File: src/rtl/wpg_pkg.sv
// Shared types for the pattern-driven serial generator.
package wpg_pkg;
    // Advance rule applied to the working pattern registers on each tick.
    typedef enum logic {
        MODE_ROTATE = 1'b0,
        MODE_SHIFT  = 1'b1
    } adv_mode_e;
endpackage

File: src/rtl/wpg_tick_div.sv
// Divider that emits one advance tick every PERIOD system clocks.
// Assumes period is non-zero and stays constant while run is high.
// A restart clears the count so the first tick lands PERIOD clocks later.
module wpg_tick_div #(
    parameter int DIV_W = 16
) (
    input  logic             clk,
    input  logic             rst_n,
    input  logic             restart,
    input  logic             run,
    input  logic [DIV_W-1:0] period,
    output logic             tick
);
    logic [DIV_W-1:0] cnt_q;
    logic             at_end;

    assign at_end = (cnt_q == period - DIV_W'(1));
    assign tick   = run && !restart && at_end;

    // Count system clocks within one tick interval.
    always_ff @(posedge clk) begin
        if (!rst_n) begin
            cnt_q <= '0;
        end else if (restart) begin
            cnt_q <= '0;
        end else if (run) begin
            cnt_q <= at_end ? '0 : cnt_q + DIV_W'(1);
        end
    end

    AST_TICK_GAP: assert property (@(posedge clk) disable iff (!rst_n)
        (tick && period > DIV_W'(1)) |=> !tick);
    AST_CNT_BOUND: assert property (@(posedge clk) disable iff (!rst_n)
        (run && !restart) |-> (cnt_q < period));
endmodule

File: src/rtl/wpg_spi_pattern.sv
// Pattern helper: builds clock and data pattern words for one serial word.
// Each data bit occupies two positions, most significant bit first.
// The clock pattern alternates per position and is inverted for polarity 1.
// Phase 1 rotates the data pattern up one position so the clock idle level stays at position 0.
// Assumes 2*WORD_W <= PAT_W.
module wpg_spi_pattern #(
    parameter int WORD_W = 8,
    parameter int PAT_W  = 32
) (
    input  logic              cpol,
    input  logic              cpha,
    input  logic [WORD_W-1:0] word,
    output logic [PAT_W-1:0]  clk_pat,
    output logic [PAT_W-1:0]  dat_pat
);
    localparam int HP_W = 2 * WORD_W;

    logic [HP_W-1:0] clk_lo;
    logic [HP_W-1:0] dup;
    logic [HP_W-1:0] dat_lo;

    for (genvar j = 0; j < HP_W; j++) begin : g_pos
        assign clk_lo[j] = cpol ^ ((j % 2) == 1);
        assign dup[j]    = word[WORD_W-1-(j/2)];
    end

    assign dat_lo = cpha ? {dup[HP_W-2:0], dup[HP_W-1]} : dup;

    if (HP_W < PAT_W) begin : g_pad
        assign clk_pat = {{(PAT_W-HP_W){1'b0}}, clk_lo};
        assign dat_pat = {{(PAT_W-HP_W){1'b0}}, dat_lo};
    end else begin : g_full
        assign clk_pat = clk_lo;
        assign dat_pat = dat_lo;
    end

    // Check that the clock pattern carries one high position per data bit.
    always_comb begin
        AST_HELPER_BALANCE: assert ($countones(clk_pat) == WORD_W);
    end
endmodule

File: src/rtl/wpg_pat_lane.sv
// One working pattern register. Bit 0 is the lane's pin value.
// On load it takes load_val masked to the length. On adv it moves right by one:
// rotate puts bit 0 into position len-1, shift fills with zero.
// Assumes 2 <= len <= PAT_W and that len and mode are steady during a pass.
module wpg_pat_lane
    import wpg_pkg::*;
#(
    parameter int PAT_W = 32,
    parameter int LEN_W = 6
) (
    input  logic             clk,
    input  logic             rst_n,
    input  logic             load,
    input  logic [PAT_W-1:0] load_val,
    input  logic [LEN_W-1:0] len,
    input  adv_mode_e        mode,
    input  logic             adv,
    output logic             out_bit
);
    logic [PAT_W-1:0] pat_q;
    logic [PAT_W-1:0] nxt;
    logic [PAT_W-1:0] in_len;
    logic [PAT_W-1:0] masked;

    for (genvar j = 0; j < PAT_W; j++) begin : g_bit
        logic up_bit;
        logic top_pos;
        if (j == PAT_W - 1) begin : g_top
            assign up_bit = 1'b0;
        end else begin : g_mid
            assign up_bit = pat_q[j+1];
        end
        assign in_len[j] = (LEN_W'(j) < len);
        assign top_pos   = (LEN_W'(j + 1) == len);
        assign masked[j] = load_val[j] & in_len[j];
        assign nxt[j]    = top_pos ? ((mode == MODE_ROTATE) ? pat_q[0] : 1'b0)
                                   : (in_len[j] ? up_bit : 1'b0);
    end

    // Hold, load or advance the working pattern.
    always_ff @(posedge clk) begin
        if (!rst_n) begin
            pat_q <= '0;
        end else if (load) begin
            pat_q <= masked;
        end else if (adv) begin
            pat_q <= nxt;
        end
    end

    assign out_bit = pat_q[0];

    AST_LANE_HOLD: assert property (@(posedge clk) disable iff (!rst_n)
        (!load && !adv) |=> $stable(pat_q));
endmodule

File: src/rtl/wavepat_gen.sv
// Top of the pattern-driven serial generator.
// Holds the host pattern words, latches length, period and mode at start,
// sequences one pass of L ticks and drives the serial clock and data pins
// from bit 0 of two working pattern lanes. Assumes 2*WORD_W <= PAT_W.
module wavepat_gen
    import wpg_pkg::*;
#(
    parameter int PAT_W  = 32,
    parameter int DIV_W  = 16,
    parameter int WORD_W = 8,
    localparam int LEN_W = $clog2(PAT_W + 1)
) (
    input  logic              clk,
    input  logic              rst_n,
    input  logic              ld_clk_we,
    input  logic              ld_dat_we,
    input  logic [PAT_W-1:0]  ld_word,
    input  logic              ld_spi_we,
    input  logic              spi_cpol,
    input  logic              spi_cpha,
    input  logic [WORD_W-1:0] spi_word,
    input  logic [DIV_W-1:0]  div_period,
    input  logic [LEN_W-1:0]  pat_len,
    input  logic              adv_mode,
    input  logic              start,
    output logic              sclk_o,
    output logic              sdat_o,
    output logic              done_o
);
    localparam int N_LANE = 2;

    logic [PAT_W-1:0] clk_hold_q, dat_hold_q;
    logic [PAT_W-1:0] helper_clk, helper_dat;
    logic [LEN_W-1:0] len_in_c, len_q, len_use;
    logic [DIV_W-1:0] per_in_c, per_q;
    adv_mode_e        mode_in, mode_q, mode_use;
    logic             busy_q, done_q, tick;
    logic [LEN_W-1:0] step_q;
    logic [PAT_W-1:0] lane_src [N_LANE];
    logic [N_LANE-1:0] lane_bit;

    wpg_spi_pattern #(.WORD_W(WORD_W), .PAT_W(PAT_W)) u_helper (
        .cpol    (spi_cpol),
        .cpha    (spi_cpha),
        .word    (spi_word),
        .clk_pat (helper_clk),
        .dat_pat (helper_dat)
    );

    // Clamp the requested length and period to their legal ranges.
    always_comb begin
        len_in_c = pat_len;
        if (pat_len < LEN_W'(2)) begin
            len_in_c = LEN_W'(2);
        end else if (pat_len > LEN_W'(PAT_W)) begin
            len_in_c = LEN_W'(PAT_W);
        end
        per_in_c = (div_period == '0) ? DIV_W'(1) : div_period;
        mode_in  = adv_mode ? MODE_SHIFT : MODE_ROTATE;
    end

    // Host holding words; the helper write wins over raw writes.
    always_ff @(posedge clk) begin
        if (!rst_n) begin
            clk_hold_q <= '0;
            dat_hold_q <= '0;
        end else if (ld_spi_we) begin
            clk_hold_q <= helper_clk;
            dat_hold_q <= helper_dat;
        end else begin
            if (ld_clk_we) clk_hold_q <= ld_word;
            if (ld_dat_we) dat_hold_q <= ld_word;
        end
    end

    // Latch pass settings at start so mid-pass edits wait for the next start.
    always_ff @(posedge clk) begin
        if (!rst_n) begin
            len_q  <= LEN_W'(2);
            per_q  <= DIV_W'(1);
            mode_q <= MODE_ROTATE;
        end else if (start) begin
            len_q  <= len_in_c;
            per_q  <= per_in_c;
            mode_q <= mode_in;
        end
    end

    // Pass sequencer: counts ticks and pulses done after the last one.
    always_ff @(posedge clk) begin
        if (!rst_n) begin
            busy_q <= 1'b0;
            step_q <= '0;
            done_q <= 1'b0;
        end else begin
            done_q <= 1'b0;
            if (start) begin
                busy_q <= 1'b1;
                step_q <= '0;
            end else if (tick) begin
                if (step_q == len_q - LEN_W'(1)) begin
                    busy_q <= 1'b0;
                    done_q <= 1'b1;
                    step_q <= '0;
                end else begin
                    step_q <= step_q + LEN_W'(1);
                end
            end
        end
    end

    wpg_tick_div #(.DIV_W(DIV_W)) u_div (
        .clk     (clk),
        .rst_n   (rst_n),
        .restart (start),
        .run     (busy_q),
        .period  (per_q),
        .tick    (tick)
    );

    assign len_use  = start ? len_in_c : len_q;
    assign mode_use = start ? mode_in  : mode_q;
    assign lane_src[0] = clk_hold_q;
    assign lane_src[1] = dat_hold_q;

    for (genvar g = 0; g < N_LANE; g++) begin : g_lane
        wpg_pat_lane #(.PAT_W(PAT_W), .LEN_W(LEN_W)) u_lane (
            .clk      (clk),
            .rst_n    (rst_n),
            .load     (start),
            .load_val (lane_src[g]),
            .len      (len_use),
            .mode     (mode_use),
            .adv      (tick),
            .out_bit  (lane_bit[g])
        );
    end

    assign sclk_o = lane_bit[0];
    assign sdat_o = lane_bit[1];
    assign done_o = done_q;

    AST_DONE_PULSE: assert property (@(posedge clk) disable iff (!rst_n)
        done_q |=> !done_q);
    AST_DONE_IDLE: assert property (@(posedge clk) disable iff (!rst_n)
        done_q |-> !busy_q);
    AST_START_RUNS: assert property (@(posedge clk) disable iff (!rst_n)
        start |=> (busy_q && step_q == '0));
    AST_STEP_BOUND: assert property (@(posedge clk) disable iff (!rst_n)
        busy_q |-> (step_q < len_q));
    AST_LEN_RANGE: assert property (@(posedge clk) disable iff (!rst_n)
        busy_q |-> (len_q >= LEN_W'(2) && len_q <= LEN_W'(PAT_W)));
    AST_IDLE_NO_TICK: assert property (@(posedge clk) disable iff (!rst_n)
        !busy_q |-> !tick);
    AST_PINS_ON_TICK: assert property (@(posedge clk) disable iff (!rst_n)
        (!tick && !start) |=> ($stable(sclk_o) && $stable(sdat_o)));
endmodule

File: config.mk
export PLATFORM = sky130hd
export DESIGN_NAME = wavepat_gen
export DESIGN_NICKNAME = d
export VERILOG_FILES = /design/src/rtl/wpg_pkg.sv /design/src/rtl/wpg_tick_div.sv /design/src/rtl/wpg_spi_pattern.sv /design/src/rtl/wpg_pat_lane.sv /design/src/rtl/wavepat_gen.sv
export SDC_FILE = /design/constraint.sdc
export NUM_CORES = 1
export LEC_CHECK = 0
export BUFFER_PORTS_ARGS = -buffer_cell sky130_fd_sc_hd__buf_2
export CAP_MARGIN = 10
export CORE_UTILIZATION = 50
export DETAILED_ROUTE_END_ITERATION = 10
export HOLD_SLACK_MARGIN = 0.12
export PLACE_DENSITY = 0.68
export SETUP_SLACK_MARGIN = 0.1
export SLEW_MARGIN = 20
export SYNTH_ARGS = -nofsm -noshare
export SYNTH_HDL_FRONTEND = slang
export SYNTH_HIERARCHICAL = 1
export SYNTH_SLANG_ARGS = --single-unit
File: constraint.sdc
create_clock -name clk -period 5.4 [get_ports clk]
set_clock_uncertainty 0.1 [all_clocks]
set_input_delay 0.27 -clock clk [delete_from_list [all_inputs] [get_ports clk]]
set_output_delay 0.27 -clock clk [all_outputs]
set_load 0.005 [all_outputs]
==> run summary <==
The top cell types in the final layout, fill and taps aside, are nor2_1 (199), dfxtp_1 (175), a21oi_1 (111). The critical path is of the reg2reg type. For this run, the top clock speed supported by timing is 242 MHz.

Nature of the critical path startpoint: a flop. The run gives 0.284 as the overall track demand over capacity in global routing. The mean post-synth cell area was 8.14 µm²; the proportion of layout cells with a drive suffix above 1 was 0.135. The die is 148 µm wide.

On the final layout, the worst hold slack is 0.130 ns. Synthesis handed over a netlist of 1308 instances. Leaving out fill and tap cells, the most frequent cell in the layout is nor2_1.

Count of antenna-violating nets left after detailed routing: 0. The wire length of the first global-routing pass was 49300 µm; the maximum count of clock buffers along a single path was 2. In this run the count of I/O pins placed on the die edge is 74. The area growth from synthesis to final layout works out to 9.96%. For the cell area after synthesis, the log shows 10700 µm². The maximum single-stage delay on the critical path works out to 0.70 ns.

The share of the core filled with cells in the final layout is 0.559. The total power per unit cell area works out to 273 nW/µm². The floorplan has 53 rows. TritonCTS built the clock tree. For the final-layout setup total negative slack, the log shows 0 ns. The remaining max-slew budget at the tightest pin came out at 0.290.

The finished cells cover 11700 µm². Clock transition time at the flip-flop clock pins of the worst setup and hold paths: 0.07 ns. The number of instances resized during post-cts repair came out at 0. The count of input and output buffers is 73. Leaving out filler cells and counting taps, the final layout contains 1616. Among the stages of the critical path, the cell type that occurs most often is nand2_1.

The floorplan step set the die height to 148 µm. Counting flops with a built-in enable in the synthesized netlist gives 0. The tools report the number of distinct library cell variants in the gate-level netlist after synthesis as 95. The reported max-cap violation count was 0; the minimum period implied by the final worst setup slack was 4.14 ns. The detail-routed via count per cell was 6.11. For this run, the post-layout net count is 1401. The count of final max-slew check failures is 0, and the largest vdd supply drop is 0.000189 V. The logs give 4.38 ns for the arrival time of the worst setup path and 6 for the number of warnings issued by yosys. Traced cell by cell, the critical path runs through inv_1, ha_1, nor4b_4, nand2_1, o311ai_0, nor2_1, or4_1, nor3_2, buf_12, clkinv_1, nand2_1, o21ai_0, a211oi_1. The path class of the tightest hold or removal check is in2reg. The floorplan step defined a die boundary enclosing 21900 µm². Async set or reset register ratio after synthesis: 0. The worst-skew pair later-pin latency was 0.43 ns; the starting density of the core was 0.508. The run gives 1.26 ns as the post-route worst setup slack. Prevailing post-synth register cell: dfxtp_1. The capturing element type of the critical path is a flop. The pin slew with the least headroom to its limit was 1.06 ns; the critical path buffer and inverter count was 3. The pin count of the biggest net entering global routing is 67.

The run finished with clean final reports. The logs give 0.329 for the portion of the post-synthesis area used by sequential elements and 0 for the detailed-route DRC error count. Summed over all nets, the half-perimeter wirelength after detailed placement is 20100 µm.

Across all layers, the routed design uses 9868 vias. After detailed placement, the total cell area comes to 10800 µm². Setup violations remaining at the end of the flow were counted as 0. Setup repair after global routing left no endpoint under its margin.

Once placement completed, the tool counted placed cells totaling 1547. The H-tree generated during clock tree synthesis spans 4 levels. The share of the clock period used by the worst path after layout came out at 0.766. The tools report the sum of overflow across all layers after global routing as 0. At the placement stage, the worst setup path has a slack of 1.33 ns. For the worst setup path, the data required time is 5.65 ns.

For this block, the initial DRC count from the detailed router was 965. The root buffer cell chosen for the clock tree is clkbuf_16. Final weighted congestion in routability-driven placement: 0.910. The initial antenna violation count was 1.

The pre-antenna-repair detailed-routing pass consisted of 6 iterations. The run gives 17 as the number of CTS-inserted buffers. The run gives 175 as the CTS sink count.

Overall power consumption after layout is estimated at 3.20 mW. For this design, the slowest cell found on the critical path is or4_1. Synthesis inferred 175 register bits.

The analysis attributes to cell leakage a power of 4.57 nW. The wire length after detailed routing came out at 30900 µm. Gate family responsible for the most delay along the worst path: simple AND/OR/NAND/NOR gates. Total core area: 21000 µm².

The number of global-route vias before repair is 8978. The top fanout value on the critical path is 54, and the total count of hold-check failures in the final report is 0. Dividing the detail-routed wire length by the instance count gives 19.1 µm.
[synthesized netlist by cell type, types with 8 or more instances]
cell type,instances,area share
a211oi_1,25,0.018
a21o_1,16,0.011
a21oi_1,111,0.052
a221oi_1,18,0.015
a31oi_1,21,0.012
a32oi_1,20,0.016
and2_1,13,0.0076
and3_1,11,0.0065
buf_2,22,0.010
buf_4,61,0.043
clkbuf_1,60,0.021
dfxtp_1,175,0.33
inv_1,17,0.0060
mux2_4,8,0.011
mux2i_1,81,0.076
nand2_1,76,0.027
nand2b_1,9,0.0053
nand3_1,36,0.017
nand4_1,14,0.0082
nor2_1,199,0.070
nor2b_1,12,0.0070
nor3_1,17,0.0080
nor4_1,11,0.0065
o21ai_0,59,0.028
o22ai_1,13,0.0076
xnor2_1,18,0.015
xor2_1,22,0.018
[worst reg2reg max path, delay by kind of cell (launching register included)]
kind	cells	cell delay [ns]
AO/OA/AOI/OAI	3	0.72
AND/OR/NAND/NOR	6	1.91
buffers and inverters	3	0.71
adder cells (fa/ha/maj)	1	0.22
flip-flops	1	0.39
[worst paths after layout]
kind	startpoint	to	slack, ns	cells past startpoint
min reg2reg	g_lane[1].u_lane/pat_q[31]$_SDFFE_PN0P_	g_lane[1].u_lane/pat_q[31]$_SDFFE_PN0P_	0.37	2
max	per_q[0]$_SDFFE_PN1P_	g_lane[1].u_lane/pat_q[27]$_SDFFE_PN0P_	1.26	13
max reg2reg	per_q[0]$_SDFFE_PN1P_	g_lane[1].u_lane/pat_q[27]$_SDFFE_PN0P_	1.26	13
min	ld_word[23]	clk_hold_q[23]$_SDFFE_PN0P_	0.13	5
[final cells by class]
| cell class | count | area [µm²] |
|---|---|---|
| timing repair buffer | 123 | 846 |
| antenna | 2 | 5.00 |
| multi-input combinational | 986 | 6330 |
| tap | 275 | 344 |
| clock buffer | 17 | 425 |
| inverter | 23 | 86.3 |
| clock inverter | 15 | 170 |
| fill | 1959 | 9240 |
| sequential | 175 | 3500 |
[where the power goes]
part           internal (mW)  switching, mW  total [mW]
Combinational          0.204          0.314       0.519
Sequential              1.35         0.0569        1.41
Clock                  0.698          0.577        1.27
Total                   2.25          0.948        3.20
[metal layers]
layer / track usage / vias to the layer above / part of all wire
met5: 0 / - / 0
met4: 0.0902 / 0 / 0.023
met3: 0.0417 / 57 / 0.070
met2: 0.445 / 421 / 0.45
met1: 0.398 / 4681 / 0.45
li1: - / 4709 / -
[logic make-up (layout without fill, tap and decap cells)]
logic type | after synthesis | count (layout) | synth area share
AND/OR/NAND/NOR | 461 | 461 | 0.223
AO/OA/AOI/OAI | 357 | 357 | 0.228
buffers and inverters | 178 | 178 | 0.0917
flip-flops | 175 | 175 | 0.329
multiplexers | 92 | 92 | 0.0906
XOR/XNOR | 40 | 40 | 0.0329
adder cells (fa/ha/maj) | 4 | 4 | 0.00470
other | 1 | 34 | 0.000352
[state kept, by name, summed over array words and instances, names as in the netlist]
name                 cells
u_div/cnt_q             16
busy_q                   1
len_q                    6
done_o                   1
step_q                   6
g_lane.u_lane/pat_q     64
mode_q                   1
dat_hold_q              32
per_q                   16
clk_hold_q              32
[timing repair]
action | in CTS | in global routing
hold endpoints to repair | 32 | 0
buffers inserted | 0 | 0
hold buffers | 35 | 0
(Power assumes the default switching activity.)
